==> config.mk <==
export PLATFORM = sky130hd
export DESIGN_NAME = ttx_row_mapper
export DESIGN_NICKNAME = d
export VERILOG_FILES = /design/src/rtl/ttx_map_pkg.sv /design/src/rtl/ttx_vwin.sv /design/src/rtl/ttx_row_xlate.sv /design/src/rtl/ttx_box_ctl.sv /design/src/rtl/ttx_row_mapper.sv
export SDC_FILE = /design/constraint.sdc
export NUM_CORES = 1
export LEC_CHECK = 0
export BUFFER_PORTS_ARGS = -buffer_cell sky130_fd_sc_hd__buf_2
export CAP_MARGIN = 20
export CORE_UTILIZATION = 45
export DETAILED_ROUTE_END_ITERATION = 7
export MAX_ROUTING_LAYER = met4
export PLACE_DENSITY = 0.68
export SYNTH_ARGS = -nofsm -noshare
export SYNTH_HDL_FRONTEND = slang
export SYNTH_SLANG_ARGS = --single-unit
export TNS_END_PERCENT = 1
==> constraint.sdc <==
create_clock -name clk -period 10.65 [get_ports clk]
set_input_delay 0.5325 -clock clk [delete_from_list [all_inputs] [get_ports clk]]
set_output_delay 0.5325 -clock clk [all_outputs]
set_load 0.05 [all_outputs]
==> src/rtl/ttx_map_pkg.sv <==
package ttx_map_pkg;

  typedef enum logic [1:0] {
    MAG_OFF = 2'd0,
    MAG_TOP = 2'd1,
    MAG_MID = 2'd2,
    MAG_BOT = 2'd3
  } mag_e;

endpackage

==> src/rtl/ttx_vwin.sv <==
module ttx_vwin #(
  parameter int LINE_W        = 10,
  parameter int ROW_W         = 5,
  parameter int SCAN_W        = 4,
  parameter int LINES_PER_ROW = 10,
  parameter int MAIN_ROWS     = 24,
  parameter int FIRST_NARROW  = 48,
  parameter int FIRST_WIDE    = 38
) (
  input  logic [LINE_W-1:0] line_i,
  input  logic              wide_i,
  output logic              in_win_o,
  output logic [ROW_W-1:0]  pos_o,
  output logic [SCAN_W-1:0] scan_o
);
  localparam int LAST_NARROW = FIRST_NARROW + MAIN_ROWS * LINES_PER_ROW - 1;
  localparam int LAST_WIDE   = FIRST_WIDE + (MAIN_ROWS + 2) * LINES_PER_ROW - 1;

  logic [LINE_W-1:0] first, last, off;

  always_comb begin
    first    = wide_i ? LINE_W'(FIRST_WIDE) : LINE_W'(FIRST_NARROW);
    last     = wide_i ? LINE_W'(LAST_WIDE)  : LINE_W'(LAST_NARROW);
    in_win_o = (line_i >= first) && (line_i <= last);
    off      = line_i - first;
    pos_o    = ROW_W'(off / LINE_W'(LINES_PER_ROW));
    scan_o   = SCAN_W'(off % LINE_W'(LINES_PER_ROW));
  end
endmodule

==> src/rtl/ttx_row_xlate.sv <==
module ttx_row_xlate
  import ttx_map_pkg::*;
#(
  parameter int ROW_W         = 5,
  parameter int SCAN_W        = 4,
  parameter int LINES_PER_ROW = 10,
  parameter int MAIN_ROWS     = 24
) (
  input  logic [ROW_W-1:0]  pos_i,
  input  logic [SCAN_W-1:0] scan_i,
  input  mag_e              mag_i,
  input  logic [ROW_W-1:0]  scroll_i,
  output logic [ROW_W-1:0]  row_o,
  output logic [SCAN_W-1:0] scan_o,
  output logic              dbl_o
);
  localparam int BAND_STEP = MAIN_ROWS / 4;
  localparam int WRAP      = MAIN_ROWS - 1;

  logic [ROW_W-1:0]  scr, src;
  logic [ROW_W:0]    sum;
  logic [SCAN_W:0]   pair_line;

  always_comb begin
    scr       = (scroll_i >= ROW_W'(MAIN_ROWS)) ? '0 : scroll_i;
    src       = pos_i;
    scan_o    = scan_i;
    dbl_o     = 1'b0;
    pair_line = '0;
    if (pos_i < ROW_W'(MAIN_ROWS) && mag_i != MAG_OFF) begin
      src       = ROW_W'((int'(mag_i) - 1) * BAND_STEP) + (pos_i >> 1);
      pair_line = (pos_i[0] ? (SCAN_W+1)'(LINES_PER_ROW) : '0) + {1'b0, scan_i};
      scan_o    = SCAN_W'(pair_line >> 1);
      dbl_o     = 1'b1;
    end
    row_o = src;
    sum   = '0;
    if (src != '0 && src < ROW_W'(MAIN_ROWS)) begin
      sum = {1'b0, src} - 1'b1 + {1'b0, scr};
      if (sum >= (ROW_W+1)'(WRAP)) sum = sum - (ROW_W+1)'(WRAP);
      row_o = ROW_W'(sum + 1'b1);
    end
  end
endmodule

==> src/rtl/ttx_box_ctl.sv <==
module ttx_box_ctl #(
  parameter int ROW_W      = 5,
  parameter int COL_W      = 6,
  parameter int N_COLS     = 40,
  parameter int MAIN_ROWS  = 24,
  parameter int HDR_COL0   = 8,
  parameter int CLK_COL0   = 32
) (
  input  logic             in_win_i,
  input  logic [ROW_W-1:0] row_i,
  input  logic [COL_W-1:0] col_i,
  input  logic             stat_a_i,
  input  logic             stat_b_i,
  input  logic             inhibit_i,
  input  logic             upd_key_i,
  input  logic             sup_hdr_i,
  input  logic             box_page_i,
  input  logic             box_head_i,
  input  logic             box_clock_i,
  input  logic             box_stat_i,
  output logic             show_o,
  output logic             box_o
);
  logic is_hdr, is_stat, hdr_box;

  always_comb begin
    is_hdr  = (row_i == '0);
    is_stat = (row_i >= ROW_W'(MAIN_ROWS));
    show_o  = in_win_i && (col_i < COL_W'(N_COLS))
              && !(is_hdr && sup_hdr_i)
              && !(row_i >= ROW_W'(1) && upd_key_i)
              && !(row_i >= ROW_W'(2) && inhibit_i)
              && !(row_i == ROW_W'(MAIN_ROWS)     && !stat_a_i)
              && !(row_i == ROW_W'(MAIN_ROWS + 1) && !stat_b_i);
    if (col_i < COL_W'(HDR_COL0))      hdr_box = box_page_i;
    else if (col_i < COL_W'(CLK_COL0)) hdr_box = box_head_i;
    else                               hdr_box = box_clock_i;
    box_o = show_o && ((is_hdr && hdr_box) || (is_stat && box_stat_i));
  end
endmodule

==> src/rtl/ttx_row_mapper.sv <==
module ttx_row_mapper
  import ttx_map_pkg::*;
#(
  parameter int LINE_W        = 10,
  parameter int COL_W         = 6,
  parameter int ROW_W         = 5,
  parameter int SCAN_W        = 4,
  parameter int N_COLS        = 40,
  parameter int LINES_PER_ROW = 10,
  parameter int MAIN_ROWS     = 24,
  parameter int FIRST_NARROW  = 48,
  parameter int FIRST_WIDE    = 38
) (
  input  logic              clk,
  input  logic              rst,
  input  logic [LINE_W-1:0] tv_line,
  input  logic [COL_W-1:0]  char_col,
  input  logic [1:0]        mag_sel,
  input  logic [ROW_W-1:0]  scroll_rows,
  input  logic              stat_a_en,
  input  logic              stat_b_en,
  input  logic              inhibit_disp,
  input  logic              update_key,
  input  logic              suppress_hdr,
  input  logic              box_page,
  input  logic              box_head,
  input  logic              box_clock,
  input  logic              box_stat,
  output logic [ROW_W-1:0]  row_addr,
  output logic [SCAN_W-1:0] cell_line,
  output logic              disp_en,
  output logic              box_en,
  output logic              dbl_ht
);
  logic              in_win, show, box, dbl;
  logic [ROW_W-1:0]  pos, row;
  logic [SCAN_W-1:0] pscan, rscan;

  ttx_vwin #(
    .LINE_W(LINE_W), .ROW_W(ROW_W), .SCAN_W(SCAN_W),
    .LINES_PER_ROW(LINES_PER_ROW), .MAIN_ROWS(MAIN_ROWS),
    .FIRST_NARROW(FIRST_NARROW), .FIRST_WIDE(FIRST_WIDE)
  ) vwin_i (
    .line_i(tv_line), .wide_i(stat_a_en | stat_b_en),
    .in_win_o(in_win), .pos_o(pos), .scan_o(pscan)
  );

  ttx_row_xlate #(
    .ROW_W(ROW_W), .SCAN_W(SCAN_W),
    .LINES_PER_ROW(LINES_PER_ROW), .MAIN_ROWS(MAIN_ROWS)
  ) xlate_i (
    .pos_i(pos), .scan_i(pscan), .mag_i(mag_e'(mag_sel)),
    .scroll_i(scroll_rows), .row_o(row), .scan_o(rscan), .dbl_o(dbl)
  );

  ttx_box_ctl #(
    .ROW_W(ROW_W), .COL_W(COL_W), .N_COLS(N_COLS), .MAIN_ROWS(MAIN_ROWS)
  ) box_i (
    .in_win_i(in_win), .row_i(row), .col_i(char_col),
    .stat_a_i(stat_a_en), .stat_b_i(stat_b_en),
    .inhibit_i(inhibit_disp), .upd_key_i(update_key), .sup_hdr_i(suppress_hdr),
    .box_page_i(box_page), .box_head_i(box_head), .box_clock_i(box_clock),
    .box_stat_i(box_stat), .show_o(show), .box_o(box)
  );

  always_ff @(posedge clk) begin
    if (rst) begin
      row_addr  <= '0;
      cell_line <= '0;
      disp_en   <= 1'b0;
      box_en    <= 1'b0;
      dbl_ht    <= 1'b0;
    end else begin
      row_addr  <= show ? row   : '0;
      cell_line <= show ? rscan : '0;
      disp_en   <= show;
      box_en    <= box;
      dbl_ht    <= show && dbl;
    end
  end

  p_box_in_disp_r11: assert property (@(posedge clk) disable iff (rst)
    box_en |-> disp_en);
  p_row_range_r2: assert property (@(posedge clk) disable iff (rst)
    disp_en |-> row_addr < ROW_W'(MAIN_ROWS + 2));
  p_scan_range_r2: assert property (@(posedge clk) disable iff (rst)
    disp_en |-> cell_line < SCAN_W'(LINES_PER_ROW));
  p_stat_unmag_r5: assert property (@(posedge clk) disable iff (rst)
    (disp_en && row_addr >= ROW_W'(MAIN_ROWS)) |-> !dbl_ht);
  p_stat_a_gate_r4: assert property (@(posedge clk) disable iff (rst)
    (disp_en && row_addr == ROW_W'(MAIN_ROWS)) |-> $past(stat_a_en));
  p_stat_b_gate_r4: assert property (@(posedge clk) disable iff (rst)
    (disp_en && row_addr == ROW_W'(MAIN_ROWS + 1)) |-> $past(stat_b_en));
  p_inhibit_r8: assert property (@(posedge clk) disable iff (rst)
    (disp_en && $past(inhibit_disp)) |-> row_addr < ROW_W'(2));
  p_updkey_r9: assert property (@(posedge clk) disable iff (rst)
    (disp_en && $past(update_key)) |-> row_addr == '0);
  p_suphdr_r10: assert property (@(posedge clk) disable iff (rst)
    (disp_en && $past(suppress_hdr)) |-> row_addr != '0);
  p_col_limit_r12: assert property (@(posedge clk) disable iff (rst)
    disp_en |-> $past(char_col) < COL_W'(N_COLS));
endmodule

==> results.toml <==
[placed_design]
gp_congestion = 0.8991
port_buffers = 42
dp_cells = 444
dp_hpwl_mm = 4.626
placed_area_um2 = 2826
dp_slack_ps = 1258

[clock_network]
cts_tree = "yes"
clk_pin_slew_ps = 50
root_buffer = "clkbuf_8"
cts_buffers = 3
post-cts-setup-buffer-count = 0
cts_resized = 0
cts.sinks = 12
ctsHtreeMaxLevel = 1
cts_buffer_depth = 2
hold_buffers = 0

[yosys]
synth_area_um2 = 2591
synth-main-ff-cell = "dfxtp_1"
synth.area.top_cells = "ha_1 (14%), dfxtp_1 (9.3%), xnor2_1 (6.8%), nand2_1 (4.9%), a21oi_1 (4.2%)"
synth_top_area_frac = 0.1352
synth.lib_cells_used.distinct = 74
yosys.area.top_type = "ha_1"
synth-seq-cells = 12
synth_nets = 407
ys_seq_area_frac = 0.09271
synth_edf_count = 0
synth_area_per_cell_um2 = 7.577
syn_inst = 342
synthArstFlopShare = 0
yosys_warnings = 0

[setup_path]
slowest_stage = "mux2i_1"
cp_max_fo = 12
crit_type = "input pin to flop"
cpLargestDelayFamily = "simple AND/OR/NAND/NOR gates"
crit_buf_inv = 2
startpoint_type = "input pin"
arrival_ps = 9330
cpPeakStageDelay_ps = 830
crit_required_ps = 10800
crit_top_cell = "ha_1"
crit_path_start = "stat_b_en"
cp-end-kind = "flop"

[timing]
finalSetupViolations = 0
worstMarginPinSlew_ps = 1041
min_period_over_period = 0.8621
fin_crit_ps = 9181
rsz0062_at_grt = "false"
finalMaxSlewViolations = 0
timing.final.ws_setup_ps = 1469
setup_tns_ps = 0
final_hold_viol_count = 0
holdWs_ps = 521.5
fmax_mhz = 108.9
relSlewSlack = 0.3063

[grt]
grt_pass1_wl_mm = 9.984
grt-ovfl-total = 0
globalRouteTotalUtil = 0.2042
grt_start_max_net_pins = 15
grt_pass1_vias = 2297
antenna_found_initial = 0

[pwr]
ir_drop_v = 0.0003329
p_per_area_nw_per_um2 = 344.6
power.leakage_nw = 1.304
finalPower_uw = 988.3

[route]
drc = 0
num_vias = 2486
vias_per_cell = 5.562
wl_per_cell_um = 12.83
firstDrtPassIters = 5
drtAntennaViolNets = 0
wl_mm = 5.733
drt_iter0_markers = 92

[floorplan]
fp.dieArea_um2 = 6066
die_x_um = 77.89
ios = 46
start_util = 0.4677
die_h_um = 77.89
rows = 27
core_um2 = 5540

[finish]
fin_cells = 447
nets = 442
n_fill_cell = 566
seq_area_um2 = 240.2
design_area_um2 = 2868
multi_input_area_um2 = 2191
finalCoreUtilization = 0.5176
final_cell_mix = "buf_2 (42), nand2_1 (34), ha_1 (28)"
layout-drive-gt1-share = 0.1760
area_delta_synth_final_pct = 10.67
final_common_cell = "buf_2"
num_antenna_cells = 0

[min_path]
hold_end = "row_addr[3]"
hp-class = "input pin to flop"
whs_path_depth = 2
min_from = "update_key"

[job]
cap_violations = 0

[outcome]
status = "complete, no violations"
[Yosys cell counts (all sizes together), types with 4 or more instances]
master	instances
a31oi	8
ha	28
mux2	5
o21ai	19
o21bai	4
nor2	27
clkbuf	5
nand2b	10
nand4	4
dfxtp	12
a21o	4
a21oi	22
inv	24
nand2	34
and2	5
nor3	9
mux2i	8
a211o	6
xnor2	20
nand3	9
buf	7
xor2	6
[report_power, final]
group / internal, mW / switching [mW] / leakage [nW]
Sequential: 0.0489 / 0.000670 / 0.0967
Clock: 0.0248 / 0.0150 / 0.0216
Combinational: 0.384 / 0.515 / 1.19
Total: 0.458 / 0.531 / 1.30
[cell type report]
type,instances,share of cell area
tap,72,0.03141
inverter,24,0.03316
sequential,12,0.08377
multi-input combinational,294,0.7640
clock buffer,3,0.01440
timing repair buffer,42,0.07330
[worst max-delay path by stage]
stage,slack [ps],cells past startpoint,end
6_report,1470,34,cell_line[3]
5_1_grt,640,36,cell_line[1]
4_1_cts,1480,35,cell_line[3]
2_1_floorplan,2740,36,cell_line[0]
3_3_place_gp,1480,35,box_en
3_5_place_dp,1260,35,cell_line[3]
[sequential cells by signal (all words and copies together), names as in the netlist]
signal	count
dbl_ht	1
cell_line	4
disp_en	1
box_en	1
row_addr	5
[cells by family (layout without fill, tap and decap cells)]
group,Yosys count,count (layout),share of synthesized area
AOI/OAI and AO/OA,99,99,0.2844
xor gates and xnor gates,26,26,0.08788
adders and majority gates,31,31,0.1584
buffers and inverters,36,69,0.06180
DFF,12,12,0.09271
muxes,13,13,0.05408
and+or+nand+nor,125,125,0.2607
[metal layers]
metal,up-vias,GRT usage,wire [um],share of wire
li1,1319,-,-,-
met1,1105,0.2750,2875,0.50
met2,58,0.3310,2594,0.45
met3,4,0.02235,226,0.039
met4,0,0.03585,36,0.0063
met5,-,-,0,0
Power figures use the tool's default switching activity.
